<file path="src/rtl/scs_pkg.sv">
`timescale 1ns/1ps
package scs_pkg;
  typedef enum logic [1:0] {DIR_HOLD, DIR_UP, DIR_DOWN} dir_e;

  // number of power-up steps: supply, I/O, clock, reset release
  localparam int LVL_TOP = 4;

  // status word bit positions
  localparam int ST_ACTIVE = 0;
  localparam int ST_WARM   = 1;
  localparam int ST_IDLE   = 2;
  localparam int ST_MUTE   = 3;
  localparam int ST_FAULT  = 4;
  localparam int ST_PRES   = 5;
  localparam int ST_PD     = 6;
  localparam int ST_ANS    = 7;

  localparam logic [7:0] STAT_RST = 8'h04;
endpackage

</file>
<file path="src/rtl/scs_stepper.sv">
`timescale 1ns/1ps
module scs_stepper
  import scs_pkg::*;
#(
  parameter int STEP_CYC = 4
) (
  input  logic       clk,
  input  logic       rst,
  input  logic       go_up,
  input  logic       go_down,
  output logic [2:0] level,
  output dir_e       dir,
  output logic       top_evt
);
  localparam int CW = (STEP_CYC > 1) ? $clog2(STEP_CYC) : 1;
  localparam logic [2:0] TOP = 3'(LVL_TOP);

  logic [CW-1:0] cnt;
  logic          step_due;
  logic          abort;

  assign step_due = (dir != DIR_HOLD) && (cnt == CW'(STEP_CYC - 1));
  assign abort    = go_down && (level != 3'd0) && (dir != DIR_DOWN);
  assign top_evt  = !abort && (dir == DIR_UP) && step_due && (level == TOP - 3'd1);

  always_ff @(posedge clk) begin
    if (rst) begin
      level <= 3'd0;
      dir   <= DIR_HOLD;
      cnt   <= '0;
    end else if (abort) begin
      level <= level - 3'd1;
      cnt   <= '0;
      dir   <= (level == 3'd1) ? DIR_HOLD : DIR_DOWN;
    end else if (go_up && (level == 3'd0) && (dir == DIR_HOLD)) begin
      level <= 3'd1;
      cnt   <= '0;
      dir   <= (TOP == 3'd1) ? DIR_HOLD : DIR_UP;
    end else if (step_due) begin
      cnt <= '0;
      if (dir == DIR_UP) begin
        level <= level + 3'd1;
        if (level + 3'd1 == TOP) dir <= DIR_HOLD;
      end else begin
        level <= level - 3'd1;
        if (level == 3'd1) dir <= DIR_HOLD;
      end
    end else if (dir != DIR_HOLD) begin
      cnt <= cnt + CW'(1);
    end
  end


  lvl_step_chk: assert property (@(posedge clk) disable iff (rst)
    (level != $past(level)) |-> ((level == $past(level) + 3'd1) || (level + 3'd1 == $past(level))));
endmodule

</file>
<file path="src/rtl/scs_warm_atr.sv">
`timescale 1ns/1ps
module scs_warm_atr #(
  parameter int WARM_LEN = 42000,
  parameter int ANS_WIN  = 300
) (
  input  logic clk,
  input  logic rst,
  input  logic tick,
  input  logic warm_req,
  input  logic sess_up,
  input  logic rel_evt,
  input  logic kill,
  input  logic io_in,
  output logic rst_hold,
  output logic warm_bit,
  output logic ans,
  output logic mute
);
  localparam int WW = $clog2(WARM_LEN + 1);
  localparam int AW = $clog2(ANS_WIN + 1);

  logic [WW-1:0] wcnt;
  logic [AW-1:0] acnt;
  logic          io_q;
  logic          win_on;
  logic          fall;

  assign fall = io_q && !io_in;

  always_ff @(posedge clk) begin
    if (rst) begin
      io_q     <= 1'b1;
      rst_hold <= 1'b0;
      warm_bit <= 1'b0;
      win_on   <= 1'b0;
      ans      <= 1'b0;
      mute     <= 1'b0;
      wcnt     <= '0;
      acnt     <= '0;
    end else begin
      io_q <= io_in;
      if (kill) begin
        warm_bit <= 1'b0;
        rst_hold <= 1'b0;
        win_on   <= 1'b0;
      end else if (warm_req && sess_up && !warm_bit) begin
        warm_bit <= 1'b1;
        rst_hold <= 1'b1;
        wcnt     <= '0;
        win_on   <= 1'b0;
        ans      <= 1'b0;
        mute     <= 1'b0;
      end else if (rel_evt) begin
        win_on <= 1'b1;
        acnt   <= '0;
        ans    <= 1'b0;
        mute   <= 1'b0;
      end else if (rst_hold) begin
        if (tick) begin
          if (wcnt == WW'(WARM_LEN - 1)) begin
            rst_hold <= 1'b0;
            win_on   <= 1'b1;
            acnt     <= '0;
          end else begin
            wcnt <= wcnt + WW'(1);
          end
        end
      end else if (win_on) begin
        if (fall) begin
          ans      <= 1'b1;
          win_on   <= 1'b0;
          warm_bit <= 1'b0;
        end else if (tick) begin
          if (acnt == AW'(ANS_WIN - 1)) begin
            mute     <= 1'b1;
            win_on   <= 1'b0;
            warm_bit <= 1'b0;
          end else begin
            acnt <= acnt + AW'(1);
          end
        end
      end
    end
  end


  warm_cnt_chk: assert property (@(posedge clk) disable iff (rst)
    (rst_hold && !tick && !kill) |=> $stable(wcnt));


  ans_mute_chk: assert property (@(posedge clk) disable iff (rst) !(ans && mute));


  warm_clr_chk: assert property (@(posedge clk) disable iff (rst)
    $fell(warm_bit) |-> (ans || mute || $past(kill)));
endmodule

</file>
<file path="src/rtl/scs_fault_irq.sv">
`timescale 1ns/1ps
module scs_fault_irq (
  input  logic       clk,
  input  logic       rst,
  input  logic [3:0] flags,
  input  logic       present,
  input  logic       in_sess,
  input  logic       rd,
  output logic       flt_any,
  output logic       fault_cond,
  output logic       irq
);
  logic ev;
  logic ev_q;
  logic set;

  assign flt_any    = |flags;
  assign fault_cond = flt_any || !present;
  assign ev         = flt_any || (!present && in_sess);
  assign set        = ev && !ev_q;

  always_ff @(posedge clk) begin
    if (rst) begin
      ev_q <= 1'b0;
      irq  <= 1'b0;
    end else begin
      ev_q <= ev;
      if (set)     irq <= 1'b1;
      else if (rd) irq <= 1'b0;
    end
  end


  irq_hold_chk: assert property (@(posedge clk) disable iff (rst) (irq && !rd) |=> irq);
endmodule

</file>
<file path="src/rtl/card_session_ctrl.sv">
`timescale 1ns/1ps
module card_session_ctrl
  import scs_pkg::*;
#(
  parameter int STEP_CYC = 4,
  parameter int WARM_LEN = 42000,
  parameter int ANS_WIN  = 300
) (
  input  logic       clk,
  input  logic       rst,
  input  logic       ctl_start,
  input  logic       ctl_warm_req,
  input  logic       stat_rd,
  input  logic       card_present,
  input  logic       flt_vdd,
  input  logic       flt_vcc,
  input  logic       flt_ovc,
  input  logic       flt_temp,
  input  logic       pd_req,
  input  logic       cclk_tick,
  input  logic       card_io_in,
  output logic       card_vcc_en,
  output logic       card_io_en,
  output logic       card_clk_en,
  output logic       card_rst_n,
  output logic       pd_mode,
  output logic [7:0] status,
  output logic       irq
);
  localparam logic [2:0] TOP = 3'(LVL_TOP);

  logic [2:0] level;
  dir_e       dir;
  logic       top_evt;
  logic       start_q;
  logic       start_rise;
  logic       go_up;
  logic       go_down;
  logic       flt_any;
  logic       fault_cond;
  logic       sess_up;
  logic       idle;
  logic       rst_hold;
  logic       warm_bit;
  logic       ans;
  logic       mute;
  logic [7:0] stat_nxt;

  assign start_rise = ctl_start && !start_q;
  assign go_up      = start_rise && !fault_cond;
  assign go_down    = (level != 3'd0) && (!ctl_start || fault_cond);
  assign sess_up    = (level == TOP) && (dir == DIR_HOLD);
  assign idle       = (level == 3'd0) && (dir == DIR_HOLD);

  scs_fault_irq u_fault (
    .clk        (clk),
    .rst        (rst),
    .flags      ({flt_temp, flt_ovc, flt_vcc, flt_vdd}),
    .present    (card_present),
    .in_sess    (level != 3'd0),
    .rd         (stat_rd),
    .flt_any    (flt_any),
    .fault_cond (fault_cond),
    .irq        (irq)
  );

  scs_stepper #(.STEP_CYC(STEP_CYC)) u_step (
    .clk     (clk),
    .rst     (rst),
    .go_up   (go_up),
    .go_down (go_down),
    .level   (level),
    .dir     (dir),
    .top_evt (top_evt)
  );

  scs_warm_atr #(.WARM_LEN(WARM_LEN), .ANS_WIN(ANS_WIN)) u_warm (
    .clk      (clk),
    .rst      (rst),
    .tick     (cclk_tick),
    .warm_req (ctl_warm_req),
    .sess_up  (sess_up),
    .rel_evt  (top_evt),
    .kill     (go_down),
    .io_in    (card_io_in),
    .rst_hold (rst_hold),
    .warm_bit (warm_bit),
    .ans      (ans),
    .mute     (mute)
  );

  // card pins decoded from the registered step level
  assign card_vcc_en = (level >= 3'd1);
  assign card_io_en  = (level >= 3'd2);
  assign card_clk_en = (level >= 3'd3);
  assign card_rst_n  = (level >= TOP) && !rst_hold;

  always_comb begin
    stat_nxt           = '0;
    stat_nxt[ST_ACTIVE] = sess_up;
    stat_nxt[ST_WARM]   = warm_bit;
    stat_nxt[ST_IDLE]   = idle;
    stat_nxt[ST_MUTE]   = mute;
    stat_nxt[ST_FAULT]  = flt_any;
    stat_nxt[ST_PRES]   = card_present;
    stat_nxt[ST_PD]     = pd_mode;
    stat_nxt[ST_ANS]    = ans;
  end

  always_ff @(posedge clk) begin
    if (rst) begin
      start_q <= 1'b0;
      pd_mode <= 1'b0;
      status  <= STAT_RST;
    end else begin
      start_q <= ctl_start;
      pd_mode <= pd_req && idle && !ctl_start;
      status  <= stat_nxt;
    end
  end


  emerg_rst_chk: assert property (@(posedge clk) disable iff (rst)
    (fault_cond && (level != 3'd0)) |=> !card_rst_n);


  refuse_chk: assert property (@(posedge clk) disable iff (rst)
    (start_rise && fault_cond && (level == 3'd0)) |=> !card_vcc_en);


  pd_sess_chk: assert property (@(posedge clk) disable iff (rst)
    pd_mode |-> !card_vcc_en);
endmodule

</file>
<file path="config.mk">
export PLATFORM = sky130hd
export DESIGN_NAME = card_session_ctrl
export DESIGN_NICKNAME = d
export VERILOG_FILES = /design/src/rtl/scs_pkg.sv /design/src/rtl/scs_stepper.sv /design/src/rtl/scs_warm_atr.sv /design/src/rtl/scs_fault_irq.sv /design/src/rtl/card_session_ctrl.sv
export SDC_FILE = /design/constraint.sdc
export NUM_CORES = 1
export LEC_CHECK = 0
export BUFFER_PORTS_ARGS = -buffer_cell sky130_fd_sc_hd__buf_2
export CAP_MARGIN = 20
export CORE_MARGIN = 2
export CORE_UTILIZATION = 31
export CTS_CLUSTER_SIZE = 40
export DETAILED_ROUTE_END_ITERATION = 7
export HOLD_SLACK_MARGIN = 0.06
export PLACE_DENSITY = 0.5
export SLEW_MARGIN = 25
export SYNTH_ARGS = -nofsm -noshare
export SYNTH_HDL_FRONTEND = slang
export SYNTH_HIERARCHICAL = 1
export SYNTH_SLANG_ARGS = --single-unit
</file>
<file path="constraint.sdc">
create_clock -name clk -period 9.05 [get_ports clk]
set_input_delay 0.4525 -clock clk [delete_from_list [all_inputs] [get_ports clk]]
set_output_delay 0.4525 -clock clk [all_outputs]
set_load 0.1 [all_outputs]
</file>
==> impl_metrics.env <==
export IMPL_rsz0062_at_grt="false"
export IMPL_cap_viol_max_count=0
export IMPL_path_delay_family="simple AND/OR/NAND/NOR gates"
export IMPL_synth_mux_area_fraction=0.00743
export IMPL_period_needed_ns=3.02
export IMPL_yosys_area_share_simple=0.332
export IMPL_synth_compound_area_frac=0.199
export IMPL_antennaDiodeCount=0
export IMPL_use_met2=0.200
export IMPL_synth_seq_cells=50
export IMPL_use_met1=0.179
export IMPL_finalCritPeriodShare=0.334
export IMPL_post_cts_buffers=0
export IMPL_endpoint_kind="register"
export IMPL_viasPerCell=5.29
export IMPL_ios=27
export IMPL_synth_top_family_by_area="simple AND/OR/NAND/NOR gates"
export IMPL_ys_warn_count=6
export IMPL_firstDrtPassIters=4
export IMPL_setup_viol=0
export IMPL_synthFlopType="dfxtp_1"
export IMPL_grt_pass1_vias=2165
export IMPL_cp_cell_sequence="or3_1 > a21boi_1 > buf_4 > a2111oi_1 > buf_4 > and3b_1 > nand3_1 > or4b_2 > a31oi_1"
export IMPL_synth_edff_count=0
export IMPL_areaGrowthSynthToFinish_pct=12.2
export IMPL_status="finished, final reports clean"
export IMPL_synth_top_area_frac=0.372
export IMPL_tns_ns=0
export IMPL_cts_made_buffers=5
export IMPL_portBuffers=26
export IMPL_finalClockSkew_ns=0.00620
export IMPL_path_max_fanout=19
export IMPL_cts_tree="built"
export IMPL_gr_usage_all_layers=0.128
export IMPL_synth_xor_area_frac=0.00976
export IMPL_crit_slowest_cell="or4b_2"
export IMPL_finalHoldViolations=0
export IMPL_fin_ws_ns=6.03
export IMPL_path_clk_slew_ns=0.10
export IMPL_netlist_top_cells_area="dfxtp_1, a21oi_1, ha_1"
export IMPL_seqPwrFrac=0.557
export IMPL_synthTopCellsByCount="dfxtp_1, a21oi_1, nand2_1, nor2_1"
export IMPL_synth_fp_nets=328
export IMPL_grt_overflow_total=0
export IMPL_ys_types=71
export IMPL_synth_area_um2=2690
export IMPL_clockRootBuffer="clkbuf_8"
export IMPL_wl_mm=6.01
export IMPL_fmax_ghz=0.331
export IMPL_synthArstFlopShare=0
export IMPL_antenna_found_initial=0
export IMPL_grt_use_met3=0.0245
export IMPL_critPathMaxStageDelay_ns=0.64
export IMPL_fp_dieW_um=97.2
export IMPL_switching_share=0.267
export IMPL_die_h_um=97.2
export IMPL_slew_headroom=0.440
export IMPL_layout_drive_gt1_share=0.183
export IMPL_pwr_share_comb=0.089
export IMPL_dp_hpwl_mm=4.22
export IMPL_num_fill_cells=859
export IMPL_clockBufferDepth=2
export IMPL_peakVddDrop_mv=0.0543
export IMPL_route_detailed_drc=0
export IMPL_power_switching_w=0.000108
export IMPL_wl_per_cell_um=13.7
export IMPL_die_area_um2=9450
export IMPL_internal_power_w=0.000295
export IMPL_gp_congestion=0.788
export IMPL_start_util=0.324
export IMPL_grt_pass1_wl_mm=10.2
export IMPL_cp_buffers_inverters=2
export IMPL_cts_resized=0
export IMPL_syn_inst=307
export IMPL_avgSynthCellArea_um2=8.77
export IMPL_tightest_slew_ns=0.836
export IMPL_htree_levels=2
export IMPL_hp_class="in -> reg"
export IMPL_postRouteAntennaNets=0
export IMPL_grt_start_max_net_pins=41
export IMPL_critPathKind="reg -> reg"
export IMPL_crit_path_start_kind="register"
export IMPL_dp_slack_ns=6.04
export IMPL_crit_top_cell="buf_4"
export IMPL_clk_latency_ns=0.31
export IMPL_yosysMostFrequentCell="dfxtp_1"
export IMPL_route_vias_total=2319
export IMPL_cts_sinks=50
export IMPL_final_max_slew_viol_count=0
export IMPL_final_nets=353
export IMPL_power_leakage_nw=1.16
export IMPL_p_per_area_nw_per_um2=133
export IMPL_power_frac_clock=0.354
export IMPL_fp_coreArea_um2=8300
export IMPL_seq_area_frac_synth=0.372
export IMPL_rows=33
export IMPL_fin_util=0.364
export IMPL_yosys_area_share_adder=0.0372
export IMPL_arrival_ns=3.26
export IMPL_gr_max_usage_layer="met2"
export IMPL_cts_hold_buf=0
export IMPL_worst_ep_required_time_ns=9.29
export IMPL_synth_largest_area_cell="dfxtp_1"
export IMPL_dr_first_iter_drc_count=165
-- metal layers --
metal  vias to the layer above  share of wire  wire length, µm
li1                       1194              -                -
met1                      1064           0.50             3030
met2                        54           0.44             2630
met3                         7          0.045              270
met4                         0          0.013               80
met5                         -              0                0
-- cells in the final DEF, fill, tap and decap left out, types with 7 or more instances in the layout --
master	instances
buf_2	26
ha_1	8
nor3_1	7
o21ai_0	7
and3_1	9
nand2b_1	8
nand2_1	20
nand3_1	12
inv_1	12
a311oi_1	7
nor2_1	20
nor2b_1	11
a21oi_1	20
dfxtp_1	50
or3_1	9
-- cell type report --
| type | count | area [µm²] | area share |
|---|---|---|---|
| clock inverters | 2 | 16.3 | 0.00538 |
| inverters | 14 | 52.6 | 0.0174 |
| clock buffers | 6 | 82.6 | 0.0273 |
| multi-input cells | 231 | 1580 | 0.522 |
| flip-flops and latches | 50 | 1000 | 0.331 |
| repair buffers | 30 | 160 | 0.0530 |
| well taps | 105 | 131 | 0.0435 |
-- worst reg2reg max path, cell delays in order, from the launching register on --
cell	delay (ns)
dfxtp_1	0.60
or3_1	0.20
a21boi_1	0.15
buf_4	0.26
a2111oi_1	0.12
buf_4	0.19
and3b_1	0.42
nand3_1	0.21
or4b_2	0.64
a31oi_1	0.17
-- registers in the layout, summed over array words and instances (netlist names) --
name and count:
u_warm/mute 1, u_step/dir 2, u_warm/warm_bit 1, pd_mode 1, u_warm/rst_hold 1, u_step/level 3, u_warm/io_q 1, u_warm/acnt 9
u_fault/irq 1, u_warm/ans 1, u_warm/win_on 1, start_q 1, status 8, u_fault/ev_q 1, u_step/cnt 2, u_warm/wcnt 16
-- power groups by stage --
stage               combinational [W]  sequential, W  clock (W)
floorplan                   0.0000160       0.000239          0
global placement            0.0000361       0.000229          0
detailed placement          0.0000361       0.000229          0
CTS                         0.0000362       0.000224   0.000149
global route                0.0000385       0.000225   0.000155
finish                      0.0000359       0.000224   0.000142
-- final timing paths --
kind,startpoint,endpoint,slack [ns],depth (start not counted)
worst max register to register,u_step/level[2]$_SDFFE_PP0P_,u_warm/wcnt[15]$_SDFFE_PP0P_,6.03,9
worst min-delay path,card_io_in,u_warm/io_q$_SDFF_PP1_,0.35,2
worst max-delay path,u_step/level[2]$_SDFFE_PP0P_,u_warm/wcnt[15]$_SDFFE_PP0P_,6.03,9
worst min register to register,u_warm/ans$_SDFFE_PP0P_,u_warm/ans$_SDFFE_PP0P_,0.47,2
-- per-stage QoR --
stage | instance area (µm²) | hold WS, ns | instances | total power, W
after detailed placement | 2920 | 0.449 | 430 | 0.000265
after floorplan | 2690 | 0.429 | 307 | 0.000255
after global routing | 3020 | 0.354 | 438 | 0.000418
final | 3020 | 0.355 | 438 | 0.000402
after global placement | 2920 | 0.447 | 430 | 0.000265
after CTS | 3020 | 0.344 | 438 | 0.000409
-- logic make-up after synthesis --
kind of cell / count (synthesis)
AOI/OAI and AO/OA: 75
xor gates and xnor gates: 3
adders and majority gates: 8
buffers and inverters: 26
DFF: 50
muxes: 2
and+or+nand+nor: 143
Note: power is estimated with default switching activity, not from simulation.
